## src/rtl/sbus_pkg.sv

```systemverilog
package sbus_pkg;

  localparam logic [2:0] OPC_ADD = 3'd0;
  localparam logic [2:0] OPC_SUB = 3'd1;
  localparam logic [2:0] OPC_XOR = 3'd2;
  localparam logic [2:0] OPC_BR  = 3'd3;
  localparam logic [2:0] OPC_LDI = 3'd4;

  typedef enum logic [1:0] {
    ALU_ADD = 2'd0,
    ALU_SUB = 2'd1,
    ALU_XOR = 2'd2
  } alu_e;

  typedef struct packed {
    logic pc_out;
    logic pc_in;
    logic mar_in;
    logic mem_read;
    logic sel4;
    logic z_in;
    logic z_out;
    logic y_in;
    logic wmfc;
    logic mdr_out;
    logic ir_in;
    logic off_out;
    logic rd_out;
    logic rs_out;
    logic rf_in;
    logic cin;
    logic done;
    alu_e alu;
  } ctrl_t;

endpackage

```

## src/rtl/sbus_alu.sv

```systemverilog
module sbus_alu
  import sbus_pkg::*;
#(
  parameter int W = 16
) (
  input  logic [W-1:0] a,
  input  logic [W-1:0] b,
  input  logic         cin,
  input  alu_e         op,
  output logic [W-1:0] y
);

  always_comb begin
    case (op)
      ALU_SUB: y = a + ~b + {{(W-1){1'b0}}, cin};
      ALU_XOR: y = a ^ b;
      default: y = a + b + {{(W-1){1'b0}}, cin};
    endcase
  end

endmodule

```

## src/rtl/sbus_regfile.sv

```systemverilog
module sbus_regfile #(
  parameter int W    = 16,
  parameter int NREG = 8,
  localparam int RW  = $clog2(NREG)
) (
  input  logic            clk,
  input  logic            rst_i,
  input  logic            wr_en,
  input  logic [RW-1:0]   wr_idx,
  input  logic [RW-1:0]   rd_idx,
  input  logic [W-1:0]    bus_in,
  output logic [W-1:0]    rd_data,
  output logic [NREG*W-1:0] flat
);

  logic [W-1:0] r [NREG];

  for (genvar i = 0; i < NREG; i++) begin : g_reg
    logic ld;
    assign ld = wr_en && (wr_idx == RW'(i));
    always_ff @(posedge clk or negedge rst_i) begin
      if (!rst_i) r[i] <= '0;
      else if (ld) r[i] <= bus_in;
    end
    assign flat[i*W +: W] = r[i];
  end

  assign rd_data = r[rd_idx];

endmodule

```

## src/rtl/sbus_ctrl.sv

```systemverilog
module sbus_ctrl
  import sbus_pkg::*;
#(
  parameter int STEPW = 3
) (
  input  logic             clk,
  input  logic             rst_i,
  input  logic [2:0]       opcode,
  input  logic             mfc,
  output ctrl_t            c,
  output logic [STEPW-1:0] step
);

  localparam logic [STEPW-1:0] S1 = STEPW'(1);
  localparam logic [STEPW-1:0] S2 = STEPW'(2);
  localparam logic [STEPW-1:0] S3 = STEPW'(3);
  localparam logic [STEPW-1:0] S4 = STEPW'(4);
  localparam logic [STEPW-1:0] S5 = STEPW'(5);
  localparam logic [STEPW-1:0] S6 = STEPW'(6);

  ctrl_t            raw;
  logic             stall;
  logic             alu_grp;
  logic [STEPW-1:0] step_nx;

  assign alu_grp = (opcode == OPC_ADD) || (opcode == OPC_SUB) || (opcode == OPC_XOR);

  always_comb begin
    raw     = '0;
    raw.alu = ALU_ADD;
    case (step)
      S1: begin
        raw.pc_out = 1'b1; raw.mar_in = 1'b1; raw.mem_read = 1'b1;
        raw.sel4   = 1'b1; raw.z_in   = 1'b1;
      end
      S2: begin
        raw.z_out = 1'b1; raw.pc_in = 1'b1; raw.y_in = 1'b1; raw.wmfc = 1'b1;
      end
      S3: begin
        raw.mdr_out = 1'b1; raw.ir_in = 1'b1;
      end
      default: begin
        if (alu_grp) begin
          if (step == S4) begin
            raw.rd_out = 1'b1; raw.y_in = 1'b1;
          end else if (step == S5) begin
            raw.rs_out = 1'b1; raw.z_in = 1'b1;
            raw.alu    = (opcode == OPC_SUB) ? ALU_SUB :
                         (opcode == OPC_XOR) ? ALU_XOR : ALU_ADD;
            raw.cin    = (opcode == OPC_SUB);
          end else begin
            raw.z_out = 1'b1; raw.rf_in = 1'b1; raw.done = 1'b1;
          end
        end else if (opcode == OPC_BR) begin
          if (step == S4) begin
            raw.off_out = 1'b1; raw.z_in = 1'b1;
          end else begin
            raw.z_out = 1'b1; raw.pc_in = 1'b1; raw.done = 1'b1;
          end
        end else if (opcode == OPC_LDI) begin
          raw.off_out = 1'b1; raw.rf_in = 1'b1; raw.done = 1'b1;
        end else begin
          raw.done = 1'b1;
        end
      end
    endcase
  end

  assign stall = raw.wmfc && !mfc;

  always_comb begin
    c = raw;
    if (stall) begin
      c.pc_in    = 1'b0;
      c.mar_in   = 1'b0;
      c.mem_read = 1'b0;
      c.z_in     = 1'b0;
      c.y_in     = 1'b0;
      c.ir_in    = 1'b0;
      c.rf_in    = 1'b0;
      c.done     = 1'b0;
    end
  end

  always_comb begin
    if (raw.done)   step_nx = S1;
    else if (stall) step_nx = step;
    else            step_nx = step + S1;
  end

  always_ff @(posedge clk or negedge rst_i) begin
    if (!rst_i) step <= S1;
    else        step <= step_nx;
  end

  // the counter holds while waiting for completion
  p_stall_hold_r3: assert property (@(posedge clk) disable iff (!rst_i)
    (c.wmfc && !mfc) |=> (step == S2));

  // after the end step the sequencer restarts at step 1
  p_end_restart_r2: assert property (@(posedge clk) disable iff (!rst_i)
    c.done |=> (step == S1));

  // no instruction runs past step 6
  p_step_range_r2: assert property (@(posedge clk) disable iff (!rst_i)
    (step >= S1) && (step <= S6));

  // at most one bus source per step
  p_one_driver_r4: assert property (@(posedge clk) disable iff (!rst_i)
    $onehot0({c.pc_out, c.z_out, c.mdr_out, c.off_out, c.rd_out, c.rs_out}));

endmodule

```

## src/rtl/sbus_cpu.sv

```systemverilog
module sbus_cpu
  import sbus_pkg::*;
#(
  parameter int W    = 16,
  parameter int NREG = 8
) (
  input  logic              clk,
  input  logic              rst_n,
  output logic [W-1:0]      mem_addr,
  output logic              mem_rd,
  input  logic [W-1:0]      mem_rdata,
  input  logic              mem_mfc,
  output logic [W-1:0]      pc_o,
  output logic [W-1:0]      ir_o,
  output logic [2:0]        step_o,
  output logic              end_o,
  output logic [NREG*W-1:0] regs_o
);

  localparam int RW   = $clog2(NREG);
  localparam int OPW  = 3;
  localparam int OFFW = W - OPW - RW;
  localparam int RD_HI = W - OPW - 1;
  localparam int RS_HI = W - OPW - RW - 1;

  logic rst_s1, rst_i;

  always_ff @(posedge clk or negedge rst_n) begin
    if (!rst_n) begin
      rst_s1 <= 1'b0;
      rst_i  <= 1'b0;
    end else begin
      rst_s1 <= 1'b1;
      rst_i  <= rst_s1;
    end
  end

  ctrl_t c;
  logic [W-1:0] pc, ir, mar, mdr, y, z;
  logic [W-1:0] pc_nx, ir_nx, mar_nx, mdr_nx, y_nx, z_nx;
  logic         rd_pend, rd_pend_nx;
  logic [W-1:0] bus, alu_a, alu_y, off_ext, rf_data;
  logic [RW-1:0] rd_f, rs_f, rf_ridx;
  logic         mdr_ext;

  assign rd_f    = ir[RD_HI -: RW];
  assign rs_f    = ir[RS_HI -: RW];
  assign off_ext = {{(W-OFFW){ir[OFFW-1]}}, ir[OFFW-1:0]};
  assign rf_ridx = c.rs_out ? rs_f : rd_f;

  sbus_ctrl #(.STEPW(3)) u_ctrl (
    .clk    (clk),
    .rst_i  (rst_i),
    .opcode (ir[W-1 -: OPW]),
    .mfc    (mem_mfc),
    .c      (c),
    .step   (step_o)
  );

  sbus_regfile #(.W(W), .NREG(NREG)) u_rf (
    .clk     (clk),
    .rst_i   (rst_i),
    .wr_en   (c.rf_in),
    .wr_idx  (rd_f),
    .rd_idx  (rf_ridx),
    .bus_in  (bus),
    .rd_data (rf_data),
    .flat    (regs_o)
  );

  always_comb begin
    if (c.pc_out)                    bus = pc;
    else if (c.z_out)                bus = z;
    else if (c.mdr_out)              bus = mdr;
    else if (c.off_out)              bus = off_ext;
    else if (c.rd_out || c.rs_out)   bus = rf_data;
    else                             bus = '0;
  end

  assign alu_a = c.sel4 ? W'(4) : y;

  sbus_alu #(.W(W)) u_alu (
    .a   (alu_a),
    .b   (bus),
    .cin (c.cin),
    .op  (c.alu),
    .y   (alu_y)
  );

  assign mdr_ext = rd_pend && mem_mfc;

  always_comb begin
    pc_nx      = c.pc_in  ? bus   : pc;
    ir_nx      = c.ir_in  ? bus   : ir;
    mar_nx     = c.mar_in ? bus   : mar;
    y_nx       = c.y_in   ? bus   : y;
    z_nx       = c.z_in   ? alu_y : z;
    mdr_nx     = mdr_ext  ? mem_rdata : mdr;
    rd_pend_nx = c.mem_read ? 1'b1 : (mem_mfc ? 1'b0 : rd_pend);
  end

  always_ff @(posedge clk or negedge rst_i) begin
    if (!rst_i) begin
      pc      <= '0;
      ir      <= '0;
      mar     <= '0;
      mdr     <= '0;
      y       <= '0;
      z       <= '0;
      rd_pend <= 1'b0;
    end else begin
      pc      <= pc_nx;
      ir      <= ir_nx;
      mar     <= mar_nx;
      mdr     <= mdr_nx;
      y       <= y_nx;
      z       <= z_nx;
      rd_pend <= rd_pend_nx;
    end
  end

  assign mem_addr = mar;
  assign mem_rd   = rd_pend;
  assign pc_o     = pc;
  assign ir_o     = ir;
  assign end_o    = c.done;

  // captured data equals the memory data of the completion cycle
  p_mdr_capture_r10: assert property (@(posedge clk) disable iff (!rst_i)
    (rd_pend && mem_mfc) |=> (mdr == $past(mem_rdata)));

  // read request stays up until completion
  p_rd_hold_r10: assert property (@(posedge clk) disable iff (!rst_i)
    (rd_pend && !mem_mfc) |=> (rd_pend && $stable(mar)));

  // PC does not move while the fetch waits
  p_pc_hold_r3: assert property (@(posedge clk) disable iff (!rst_i)
    (c.wmfc && !mem_mfc) |=> $stable(pc));

endmodule

```

## config.mk

```make
export PLATFORM = sky130hd
export DESIGN_NAME = sbus_cpu
export DESIGN_NICKNAME = d
export VERILOG_FILES = /design/src/rtl/sbus_pkg.sv /design/src/rtl/sbus_alu.sv /design/src/rtl/sbus_regfile.sv /design/src/rtl/sbus_ctrl.sv /design/src/rtl/sbus_cpu.sv
export SDC_FILE = /design/constraint.sdc
export NUM_CORES = 1
export LEC_CHECK = 0
export ABC_CLOCK_PERIOD_IN_PS = 7100
export CAP_MARGIN = 20
export CORE_MARGIN = 2
export CORE_UTILIZATION = 45
export CTS_CLUSTER_SIZE = 30
export DETAILED_ROUTE_END_ITERATION = 10
export DONT_BUFFER_PORTS = 1
export GPL_TIMING_DRIVEN = 0
export PLACE_DENSITY = 0.65
export SLEW_MARGIN = 10
export SYNTH_ARGS = -nofsm -noshare
export SYNTH_HDL_FRONTEND = slang
export SYNTH_SLANG_ARGS = --single-unit
export TNS_END_PERCENT = 50
```

## constraint.sdc

```tcl
create_clock -name clk -period 7.1 [get_ports clk]
set_input_delay 1.42 -clock clk [delete_from_list [all_inputs] [get_ports clk]]
set_output_delay 1.42 -clock clk [all_outputs]
set_load 0.1 [all_outputs]
```

# Word level (Yosys, flattened, before mapping)
# Cells that the tools add are included.
# classes
bitwise	3
reduce_logical	20
eq_ne	19
n_mux	54
n_addsub	5
n_lt_le_gt_ge	1
# ops
operator	count
$mux W16	8
$bmux W16 S3	1
$add A16 B1 Y16	2
$add A16 B16 Y16	2
$pmux W16 S2	1
$mux W1	25
$eq A3 B3 Y1 const B	7
$eq A3 B2 Y1 const B	6
$mux W2	9
$not A16 Y16	1
$xor A16 B16 Y16	1
$mux W3	5
$logic_and A1 B1 Y1	10
$eq A3 B1 Y1 const B	3
$mux W8	1
$logic_not A3 Y1	2
$mux W6	1
$ge A4 B4 Y1 const B	1
$not A3 Y4	1
$pmux W1 S2	2
$pmux W2 S2	1
$reduce_or A2 Y1	2
$add A3 B1 Y3 const B	1
$logic_or A1 B1 Y1	3
other kinds (6)	6
# word_totals
elab_cells	120
output_inout_bits	181
input_bits	19
reg_bits	230

# Depth between registers and ports, before layout
# logic_depth
ltp_word	21
mapped_depth	25
mapped_depth_nobuf	23

# Cells and area by module
# From an unflattened synthesis, not the netlist that was laid out.
# unflattened
cells_unflattened	1149
hier_area_um2	12896.1
# modules_own_cells
module	seq_area_each_um2	instances	cells_per_inst	area_per_inst_um2
sbus_regfile	3203.1	1	336	5933.2
sbus_cpu	2477.4	1	477	4684.5
sbus_alu	0.0	1	273	1775.5
sbus_ctrl	76.3	1	63	503.0

# Least setup slack after synthesis
# Ideal clock, no wire load.
# synth_path
kind	reg-to-reg
from	register u_ctrl.step[1]
to	register z[14]
n_path_buf	2
period_less_slack_ns	5.897
arrival_ns	5.776
path_stages_with_launch	25
setup_ns	0.120
setup_slack_ns	1.203
required_time_ns	6.980
path_cell_list	dfrtp_1 inv_1 ha_1 nand4bb_4 o21ai_2 buf_4 buf_4 and3_1 a211oi_1 a311oi_1 o21ai_1 a2bb2oi_4 mux2i_4 a21oi_1 fa_1 inv_1 fa_1 a21o_1 a21o_1 a2111oi_0 nor3_1 a211oi_1 o311ai_0 a21o_1 a31o_2
# synth_between
elab_chain_len	19
elab_cells_between_ends	53
classes_between	add/sub (4); eq/ne (7); mux (34); bitwise (3); reduce/logical (5)
# synth_rtl
item	line	rtl
start, declared	sbus_ctrl.sv:11	output logic [STEPW-1:0] step
start signal, assigned	sbus_ctrl.sv:93	else step <= step_nx;
$eq A3 B3 Y1	sbus_ctrl.sv:46	end else if (step == S5) begin
$mux W1	sbus_ctrl.sv:46	
$mux W6	sbus_ctrl.sv:44	if (step == S4) begin
$mux W2	sbus_ctrl.sv:43	if (alu_grp) begin
$mux W8	sbus_ctrl.sv:31	case (step)
$mux W3	sbus_cpu.sv:49	assign rf_ridx = c.rs_out ? rs_f : rd_f;
$not A3 Y4 (not written as such)	sbus_regfile.sv:28	assign rd_data = r[rd_idx];
$bmux W16 S3	sbus_regfile.sv:28	
[... 4 more ...]	-	
$mux W16	sbus_cpu.sv:74	else if (c.mdr_out) bus = mdr;
$mux W16	sbus_cpu.sv:73	else if (c.z_out) bus = z;
$mux W16 (*)	sbus_cpu.sv:72	if (c.pc_out) bus = pc;
net bus[0]	sbus_cpu.sv:42	logic [W-1:0] bus, alu_a, alu_y, off_ext, rf_data;
$not A16 Y16	sbus_alu.sv:15	ALU_SUB: y = a + ~b + {{(W-1){1'b0}}, cin};
$add A16 B16 Y16	sbus_alu.sv:15	
$add A16 B1 Y16	sbus_alu.sv:15	
$pmux W16 S2 (*)	sbus_alu.sv:14	case (op)
end signal, assigned	sbus_cpu.sv:117	z <= z_nx;
end, declared	sbus_cpu.sv:39	logic [W-1:0] pc, ir, mar, mdr, y, z;
# Mark *: on every way through the listed nets, which the timed path passes. The rest lies on a longest branch. The select of a mux whose other input is x is not followed.
# A chain may end at the register's enable or synchronous reset.

# Worst setup path in the final report
# layout_path
from	register u_ctrl.step[0]
to	register z[15]
# layout_between
elab_chain_len	19
elab_cells_between_ends	53
classes_between	add/sub (4); eq/ne (7); mux (34); bitwise (3); reduce/logical (5)
# layout_rtl
item	line	rtl
$eq A3 B3 Y1	sbus_ctrl.sv:46	
$mux W1	sbus_ctrl.sv:46	
$mux W6	sbus_ctrl.sv:44	
$mux W2	sbus_ctrl.sv:43	
$mux W8	sbus_ctrl.sv:31	
$mux W3	sbus_cpu.sv:49	
$not A3 Y4 (not written as such)	sbus_regfile.sv:28	
$bmux W16 S3	sbus_regfile.sv:28	
[... 3 more ...]	-	
$mux W16	sbus_cpu.sv:75	else if (c.off_out) bus = off_ext;
$mux W16	sbus_cpu.sv:74	
$mux W16	sbus_cpu.sv:73	
$mux W16	sbus_cpu.sv:72	
$not A16 Y16	sbus_alu.sv:15	
$add A16 B16 Y16	sbus_alu.sv:15	
$add A16 B1 Y16	sbus_alu.sv:15	
$pmux W16 S2	sbus_alu.sv:14	
# Several ways; a longest one is shown, not always the timed one. The select of a mux whose other input is x is not followed.

==> results.txt <==
vias in the first global route - 11010
Slowest cell on crit path - dfstp_4
# setup viols final - 0
leading area contributor after synthesis - dfrtp_1
PortBufs - 0
most common cell after layout, fill and taps aside - dfrtp_1
fin. max-slew vios - 0
CP Buf/Inv Count - 2
CTS HTree Levels - 1
post-synthesis sequential area ratio - 42.49%
minimum clock period after layout - 6638 ps
largest cells by area after synthesis - dfrtp_1 42%, mux2_2 8.3%, a221o_1 5.5%
FMAX - 0.1506 GHz
Syn-to-layout area delta - 11.75%
worst setup path category - reg -> reg
total CTS buffers - 27
largest net degree at the start of global routing - 64
WP depth - 22
DRC Markers - 0
#FFs+latches synth - 230
Root Driver - clkbuf_16
register area - 0.005766 sq mm
commonest non-fill, non-tap cells in the layout - 227 x dfrtp_1, 140 x nand2_1, 130 x a21oi_1
cell area after synthesis - 0.01355 sq mm
Max-slew headroom - 21.03%
CTS tree - built
DRT Wirelength - 44800 um
Worst-Skew Late Latency - 540 ps
CP endpoint kind - register
Final Cycle Share - 93.49%
Worst Tran Pin Value - 1185 ps
CP max stage delay - 820 ps
CTS Hold Buffers Added - 0
cells after synthesis - 1307
Worst Hold Class - reg -> async
Critical Path Start Type - register
setup_tns - 0 ps
Site Rows - 63
share of layout cells above drive strength 1 - 18.68%
post-synth top area share - 42.30%
vias per inst - 6.449
DRT iter0 DRCs - 1112
CP Data Required Time - 7490 ps
Synth Flop Type - dfrtp_1
total track usage - 28.05%
status - finished clean
CP cell instances - inv_1 -> ha_1 -> and4bb_4 -> nand3_2 -> nand2_4 -> buf_2 -> a211oi_1 -> a311oi_1 -> o21ai_1 -> a2bb2oi_4 -> mux2i_4 -> a21o_1 -> ha_1 -> nand2b_1 -> a221oi_1 -> o41ai_1 -> or3_1 -> a21oi_1 -> a221oi_1 -> or3_1 -> a31oi_1 -> o211ai_1
Core ar. - 0.02964 sq mm
IO Pins - 200
Synthesis Warnings - 0
initial core utilization - 45.71%
post-DR wirelength/cell - 25.48 um
Post-synth EDFFs - 0
die width - 177.5 um
Async SR Flop Fraction - 100.0%
gpl congestion - 0.9399
DRT Pass-1 Iters - 8
total clock sinks - 230
Mapped Nets - 1366
Bufs on Longest Clock Path - 3
Detail Route Antenna Nets - 0
Clock Pin Slew Worst Setup and Hold Paths - 60 ps
CP delay by family, top - compound AO/OA/AOI/OAI gates
RSZ-0062 raised after global routing - no
Vias - 11340
CP max FO - 10
Congestion Overflow GR - 0
Max-cap violations - 0
Post-Route Skew - 17.19 ps
Die Y - 177.5 um
initial antenna violation count - 2
Die Area - 0.03151 sq mm
final hold viol count - 0
global-route wire length before repair - 68380 um
post-DP HPWL - 33330 um
Layout Nets - 1406
critical path arrival - 7030 ps
Yosys cell types - 79
worst reg-to-reg path cell count - 22
average size of a mapped cell - 10.37 sq um
area used by multi-input combinational logic - 0.007218 sq mm
total of fill cells in the finished design - 2702
## per-layer routing
| metal | vias to the layer above | global-route usage [%] | wire length (um) | share of wire (%) |
|---|---|---|---|---|
| met4 | 0 | 7.889 | 1287 | 2.9 |
| met3 | 89 | 7.284 | 4247 | 9.5 |
| met2 | 546 | 45.38 | 20810 | 46 |
| li1 | 5026 | - | - | - |
| met5 | - | 0 | 0 | 0 |
| met1 | 5676 | 37.16 | 18450 | 41 |
## flip-flops by register name, indices dropped and copies added, names as in the netlist
signal,count
pc_o,16
y,16
mdr,16
mem_addr,16
u_ctrl.step,3
u_rf.flat,128
z,16
ir_o,16
mem_rd,1
rst_s1,1
rst_i,1
## kinds of logic after synthesis
kind of cell,count (synthesis),synth area share (%)
AO/OA/AOI/OAI,455,26.35
AND/OR/NAND/NOR,340,12.16
flip-flops,230,42.49
buffers and inverters,121,4.359
multiplexers,117,10.49
adder cells (fa/ha/maj),41,3.990
XOR/XNOR,2,0.1293
other,1,0.02768
## final timing paths
check,to,startpoint,slack [ps]
max in group asynchronous,u_rf.flat[111],rst_i,5780
worst min register to register,mem_addr[11],rst_i,320
worst min-delay path,mem_addr[11],rst_i,320
min in group clk,rst_i,rst_s1,360
worst max register to register,z[15],u_ctrl.step[0],460
worst max-delay path,z[15],u_ctrl.step[0],460
## what timing repair did
item	CTS	global route
setup buffers	0	1
resized for setup	0	2
endpoints found under the setup margin	0	5
## through the flow
stage	hold WS, ps	std cells	util (%)	area [sq um]	worst slack, ps
3_5_place_dp	344.2	1704	48.00	14230	142.1
2_1_floorplan	331.2	1307	-	13550	217.6
5_1_grt	367.4	1757	51.07	15140	60.43
6_report	323.3	1758	51.08	15140	462.0
4_1_cts	341.3	1751	50.83	15070	111.1
3_3_place_gp	336.4	1697	47.36	14040	-2391
## synthesized netlist by cell type, drive strengths merged (14+ instances only)
master and instances:
a211oi 34, a21o 27, a21oi 132, a221o 74, a221oi 16, a311oi 31
and3 32, buf 41, clkbuf 51, dfrtp 229, ha 36, inv 28
mux2 100, mux2i 17, nand2 143, nor2 73, nor2b 24, nor3 14
o21ai 51
## area by class of cell
cell class / count / share of cell area, %
timing repair buffer: 11 / 1.521
sequential: 230 / 38.08
antenna: 3 / 0.04959
clock inverter: 9 / 0.4793
multi-input combinational: 956 / 47.68
buffer: 92 / 3.182
tap: 390 / 3.223
clock buffer: 38 / 5.066
inverter: 29 / 0.7190
## worst reg2reg max path: stages, from the launching register on
cell and delay [ps]:
dfstp_4 820, inv_1 170, ha_1 350, and4bb_4 430
nand3_2 240, nand2_4 230, buf_2 300, a211oi_1 80
a311oi_1 440, o21ai_1 220, a2bb2oi_4 390, mux2i_4 170
a21o_1 240, ha_1 320, nand2b_1 170, a221oi_1 350
o41ai_1 180, or3_1 340, a21oi_1 280, a221oi_1 160
or3_1 330, a31oi_1 180, o211ai_1 120
Power is not shown: default switching activity piles up to over one toggle a cycle in this logic, so the estimate is an artifact.
